==> src/rtl/view_xlat_pkg.sv <==
package view_xlat_pkg;

    typedef enum logic [2:0] {
        VM_DIRECT = 3'd0,
        VM_SHRINK = 3'd1,
        VM_SUFFIX = 3'd2,
        VM_SHIFT  = 3'd3,
        VM_SPLIT  = 3'd4
    } view_mode_e;

    // Mode codes above VM_SPLIT are reserved.
    function automatic logic mode_known(input logic [2:0] m);
        return m <= 3'(VM_SPLIT);
    endfunction

    // Whether a lane's bank is known at compile time for a given view.
    function automatic logic mode_fixed(input logic [2:0] m, input logic arg_le1);
        logic f;
        case (m)
            3'(VM_DIRECT), 3'(VM_SUFFIX), 3'(VM_SPLIT): f = 1'b1;
            3'(VM_SHRINK):                               f = arg_le1;
            default:                                     f = 1'b0;
        endcase
        return f;
    endfunction

endpackage

==> src/rtl/view_elem_map.sv <==
module view_elem_map
    import view_xlat_pkg::*;
#(
    parameter int IDX_W      = 8,
    parameter int ELEM_W     = 17,
    parameter int LOG2_BANKS = 2
) (
    input  logic [2:0]        mode,
    input  logic [IDX_W-1:0]  arg,
    input  logic [IDX_W-1:0]  col,
    input  logic [IDX_W-1:0]  row,
    output logic [ELEM_W-1:0] elem,
    output logic              fixed,
    output logic              known
);
    logic [ELEM_W-1:0] arg_w;
    logic [ELEM_W-1:0] col_w;
    logic [ELEM_W-1:0] row_w;

    assign arg_w = ELEM_W'(arg);
    assign col_w = ELEM_W'(col);
    assign row_w = ELEM_W'(row);

    always_comb begin
        case (mode)
            3'(VM_DIRECT), 3'(VM_SHRINK): elem = col_w;
            3'(VM_SUFFIX): elem = (arg_w << LOG2_BANKS) + col_w;
            3'(VM_SHIFT):  elem = arg_w + col_w;
            3'(VM_SPLIT):  elem = (arg_w * col_w) + row_w;
            default:       elem = '0;
        endcase
    end

    assign known = mode_known(mode);
    assign fixed = mode_fixed(mode, arg <= IDX_W'(1));

endmodule

==> src/rtl/elem_bank_split.sv <==
module elem_bank_split #(
    parameter int ELEM_W = 17,
    parameter int BANK_W = 2,
    parameter int OFF_W  = 4,
    parameter int DEPTH  = 64
) (
    input  logic [ELEM_W-1:0] elem,
    output logic [BANK_W-1:0] bank,
    output logic [OFF_W-1:0]  off,
    output logic              oor
);
    localparam logic [ELEM_W-1:0] LIMIT = ELEM_W'(DEPTH);

    assign oor  = elem >= LIMIT;
    assign bank = oor ? '0 : elem[BANK_W-1:0];
    assign off  = oor ? '0 : elem[BANK_W +: OFF_W];

endmodule

==> src/rtl/bank_route_mask.sv <==
module bank_route_mask #(
    parameter int PORTS  = 4,
    parameter int BANKS  = 4,
    parameter int BANK_W = 2
) (
    input  logic [PORTS-1:0]             hit,
    input  logic [PORTS-1:0][BANK_W-1:0] bank,
    output logic [BANKS-1:0][PORTS-1:0]  mask
);
    for (genvar b = 0; b < BANKS; b++) begin : g_bank
        for (genvar p = 0; p < PORTS; p++) begin : g_port
            assign mask[b][p] = hit[p] && (bank[p] == BANK_W'(b));
        end
    end

endmodule

==> src/rtl/view_addr_xlat.sv <==
module view_addr_xlat #(
    parameter int PORTS  = 4,
    parameter int BANKS  = 4,
    parameter int DEPTH  = 64,
    parameter int IDX_W  = 8,
    parameter int BANK_W = $clog2(BANKS),
    parameter int OFF_W  = $clog2(DEPTH / BANKS)
) (
    input  logic                            clk,
    input  logic                            rst,
    input  logic [PORTS-1:0]                req_valid,
    input  logic [PORTS-1:0][IDX_W-1:0]     req_col,
    input  logic [PORTS-1:0][IDX_W-1:0]     req_row,
    input  logic [2:0]                      view_mode,
    input  logic [IDX_W-1:0]                view_arg,
    output logic [PORTS-1:0]                rsp_valid,
    output logic [PORTS-1:0][BANK_W-1:0]    rsp_bank,
    output logic [PORTS-1:0][OFF_W-1:0]     rsp_off,
    output logic [PORTS-1:0]                rsp_fixed,
    output logic [PORTS-1:0]                rsp_oor,
    output logic [BANKS-1:0][PORTS-1:0]     bank_sel
);
    // BANKS must be a power of two (2 or more); DEPTH a multiple of BANKS.
    localparam int ELEM_W = 2 * IDX_W + 1;

    logic [PORTS-1:0]              nx_valid;
    logic [PORTS-1:0][BANK_W-1:0]  nx_bank;
    logic [PORTS-1:0][OFF_W-1:0]   nx_off;
    logic [PORTS-1:0]              nx_fixed;
    logic [PORTS-1:0]              nx_oor;
    logic [PORTS-1:0]              nx_hit;
    logic [BANKS-1:0][PORTS-1:0]   nx_sel;

    for (genvar p = 0; p < PORTS; p++) begin : g_lane
        logic [ELEM_W-1:0] elem;
        logic              fixed_raw;
        logic              known;
        logic [BANK_W-1:0] bank_raw;
        logic [OFF_W-1:0]  off_raw;
        logic              oor_raw;

        view_elem_map #(
            .IDX_W      (IDX_W),
            .ELEM_W     (ELEM_W),
            .LOG2_BANKS (BANK_W)
        ) map_i (
            .mode  (view_mode),
            .arg   (view_arg),
            .col   (req_col[p]),
            .row   (req_row[p]),
            .elem  (elem),
            .fixed (fixed_raw),
            .known (known)
        );

        elem_bank_split #(
            .ELEM_W (ELEM_W),
            .BANK_W (BANK_W),
            .OFF_W  (OFF_W),
            .DEPTH  (DEPTH)
        ) split_i (
            .elem (elem),
            .bank (bank_raw),
            .off  (off_raw),
            .oor  (oor_raw)
        );

        assign nx_valid[p] = req_valid[p] && known;
        assign nx_bank[p]  = nx_valid[p] ? bank_raw : '0;
        assign nx_off[p]   = nx_valid[p] ? off_raw  : '0;
        assign nx_fixed[p] = nx_valid[p] && fixed_raw;
        assign nx_oor[p]   = nx_valid[p] && oor_raw;
        assign nx_hit[p]   = nx_valid[p] && !oor_raw;
    end

    bank_route_mask #(
        .PORTS  (PORTS),
        .BANKS  (BANKS),
        .BANK_W (BANK_W)
    ) route_i (
        .hit  (nx_hit),
        .bank (nx_bank),
        .mask (nx_sel)
    );

    always_ff @(posedge clk) begin
        if (rst) begin
            rsp_valid <= '0;
            rsp_bank  <= '0;
            rsp_off   <= '0;
            rsp_fixed <= '0;
            rsp_oor   <= '0;
            bank_sel  <= '0;
        end else begin
            rsp_valid <= nx_valid;
            rsp_bank  <= nx_bank;
            rsp_off   <= nx_off;
            rsp_fixed <= nx_fixed;
            rsp_oor   <= nx_oor;
            bank_sel  <= nx_sel;
        end
    end

endmodule

==> config.mk <==
export PLATFORM = sky130hd
export DESIGN_NAME = view_addr_xlat
export DESIGN_NICKNAME = d
export VERILOG_FILES = /design/src/rtl/view_xlat_pkg.sv /design/src/rtl/view_elem_map.sv /design/src/rtl/elem_bank_split.sv /design/src/rtl/bank_route_mask.sv /design/src/rtl/view_addr_xlat.sv
export SDC_FILE = /design/constraint.sdc
export NUM_CORES = 1
export LEC_CHECK = 0
export ABC_AREA = 1
export CAP_MARGIN = 20
export CORE_MARGIN = 4
export CORE_UTILIZATION = 45
export CTS_BUF_LIST = sky130_fd_sc_hd__clkbuf_4 sky130_fd_sc_hd__clkbuf_8 sky130_fd_sc_hd__clkbuf_16
export DETAILED_ROUTE_END_ITERATION = 10
export SLEW_MARGIN = 20
export SYNTH_ARGS = -nofsm -noshare
export SYNTH_HDL_FRONTEND = slang
export SYNTH_SLANG_ARGS = --single-unit
==> constraint.sdc <==
create_clock -name clk -period 7.9 [get_ports clk]
set_clock_uncertainty 0.05 [all_clocks]
set_input_delay 2.37 -clock clk [delete_from_list [all_inputs] [get_ports clk]]
set_output_delay 2.37 -clock clk [all_outputs]
set_load 0.02 [all_outputs]
==> flow_summary.yaml <==
run_status:
  status: "finished clean"
global_routing:
  grt_pass1_vias: 15800
  gr-total-overflow: 0
  antenna_found_initial: 2
  grt_max_degree: 27
  grt_pass1_wl_um: 79600
  track_usage_pct: 25.1
pwr:
  power_mw: 4.47
  power.density_nw_per_um2: 234
  p_leak_nw: 11.5
  max-vdd-ir-drop_mv: 0.238
finish:
  final_util_pct: 54.8
  fin_nets: 3169
  drive_above_1_share_pct: 8.74
  fill_cells: 3533
  syn2layout_area_growth_pct: 19.2
critical_path:
  critPathLaunchType: "primary input"
  path_common_cell: "nand2_1"
  worstPathRequired_ps: 8030
  path_buf_inv: 8
  cpPeakStageDelay_ps: 490
  critPathTopFamily: "adder cells"
  worstSetupPathType: "primary input to register"
  worst_path_max_delay_cell: "fa_1"
  endpoint_kind: "register"
  worstPathMaxFanout: 7
  worst_ep_arrival_time_ps: 7750
timing:
  fmax_ghz: 0.131
  rsz0062_at_grt: "no"
  period_needed_ps: 7610
  hold_viol: 0
  fin_crit_sh_pct: 96.4
  slew_viol_final: 0
  whs_ps: 2640
  fin_setup_tns_ps: 0
  finalSetupViolCount: 0
  max_slew_margin_pct: 35.5
  worst_pin_slew_ps: 967
cts:
  clk_path_buf_depth: 2
  cts.reportedPaths.clkPinSlew_ps: 70
  numClockSinks: 52
  cts_max_level: 2
  cts_hold_buf: 0
  cts_tree: "built"
  cts_buffers: 5
  cts-root-buf: "clkbuf_16"
floorplan:
  core.rowCount: 68
  coreArea_um2: 34900
  die_area_um2: 38700
  start_util_pct: 46.0
  io_pins: 133
  die_w_um: 197
  dieHeight_um: 197
yosys:
  synth_ff_type: "dfxtp_1"
  synth-seq-cells: 52
  synth-seq-area-share_pct: 6.49
  avgSynthCellArea_um2: 6.48
  synth_cells: 2476
  syn_nets: 2945
  ys_types: 54
  async_reset_ff_share_pct: 0
  yosys_warnings: 0
  synth_area_um2: 16000
  synth-edff-count: 0
min_path:
  hp-class: "primary input to register"
route:
  ant_nets: 0
  vias: 16100
  first_iter_violations: 829
  first_pass_iters: 5
  vias_per_cell: 5.09
  drc: 0
  avgRoutedWirePerCell_um: 15.7
  routed_wl_um: 49400
job:
  maxCapViolCount: 0
placed_design:
  hpwlAfterDp_um: 42000
  place.gp.congestion: 0.915
  port_buffers: 132
[registers in the layout (all words and copies together) (netlist names)]
signal / flops
rsp_valid: 4
rsp_off: 16
rsp_oor: 4
rsp_fixed: 4
bank_sel: 16
rsp_bank: 8
[area by class of cell]
class                      count  area (um^2)  share of cell area, %
inverter                     610         2290                   12.0
tap                          455          569                   2.98
clock buffer                   5          125                  0.654
sequential                    52         1040                   5.44
timing repair buffer         263         2450                   12.8
clock inverter                 3         23.8                  0.124
antenna                        1         2.50                 0.0131
multi-input combinational   1768        12600                   66.0
[through the flow]
step / setup slack, ps / instance area [um^2] / cells
2_1_floorplan: 488 / 16000 / 2476
5_1_grt: 0.240 / 19100 / 3157
4_1_cts: 39.7 / 18900 / 3151
6_report: 286 / 19100 / 3157
3_5_place_dp: -264 / 18800 / 3143
3_3_place_gp: -213 / 18800 / 3143
[per-layer routing]
metal / track usage [%] / part of all wire [%] / vias to the layer above / routed length, um
met1: 35.1 / 46 / 7451 / 22600
met3: 2.74 / 6.1 / 71 / 2990
met4: 6.11 / 2.5 / 0 / 1220
met2: 42.0 / 46 / 422 / 22700
met5: 0 / 0 / - / 0
li1: - / - / 8120 / -
[cell usage in the layout, fill, tap and decap left out, types with 9 or more instances in the layout]
cell	Yosys	final
a21oi_1	101	97
a221oi_1	15	15
a31oi_1	16	16
buf_4	0	120
clkdlybuf4s50_1	0	118
dfxtp_1	52	52
dlymetal6s2s_1	0	11
fa_1	156	153
ha_1	232	227
inv_1	596	596
inv_2	12	12
nand2_1	648	647
nand2_2	13	14
nand3_1	161	160
nand4_1	43	43
nor2_1	159	155
nor2_2	14	15
nor2_4	6	9
nor3_1	19	19
o21ai_0	64	63
o21bai_1	11	11
or2_2	10	10
xnor2_1	11	11
xor2_1	25	24
[where the power goes]
group	leakage [nW]	internal, mW	switching, mW
registers	0.421	0.274	0.00463
clock network	0.0660	0.118	0.104
logic	11.0	1.51	2.46
total	11.5	1.90	2.57
[path summary, 6_finish.rpt]
kind | start | slack [ps] | cells past startpoint | end
max | view_arg[0] | 290 | 30 | rsp_oor[0]
min | req_col[26] | 2640 | 4 | rsp_off[12]
[synth_stat cells (all sizes together) (3+ instances only)]
cell | number | area share, %
a21o | 4 | 0.19
a21oi | 105 | 3.4
a221oi | 15 | 0.82
a31oi | 16 | 0.62
and2 | 3 | 0.13
buf | 10 | 0.27
clkbuf | 36 | 0.88
dfxtp | 52 | 6.5
fa | 156 | 19
ha | 232 | 18
inv | 608 | 14
nand2 | 661 | 16
nand3 | 169 | 5.6
nand3b | 9 | 0.52
nand4 | 44 | 1.8
nor2 | 179 | 4.7
nor3 | 19 | 0.59
o211ai | 5 | 0.23
o21a | 3 | 0.14
o21ai | 70 | 2.2
o21bai | 11 | 0.51
o22ai | 5 | 0.19
or2 | 12 | 0.47
xnor2 | 11 | 0.60
xor2 | 26 | 1.5
[cell families after synthesis]
logic type / Yosys count / synth area share [%]
compound gates: 247 / 9.07
xor+xnor: 37 / 2.07
fa+ha+maj: 388 / 37.6
buf+inv: 656 / 15.4
flops: 52 / 6.49
simple gates: 1096 / 29.4
[repair_timing]
| item | 4_1_cts | 5_1_grt |
|---|---|---|
| endpoints found under the hold margin | 0 | 0 |
| setup buffers | 0 | 3 |
| endpoints found under the setup margin | 0 | 42 |
| gates resized for setup | 0 | 38 |
Power figures use the tool's default switching activity.
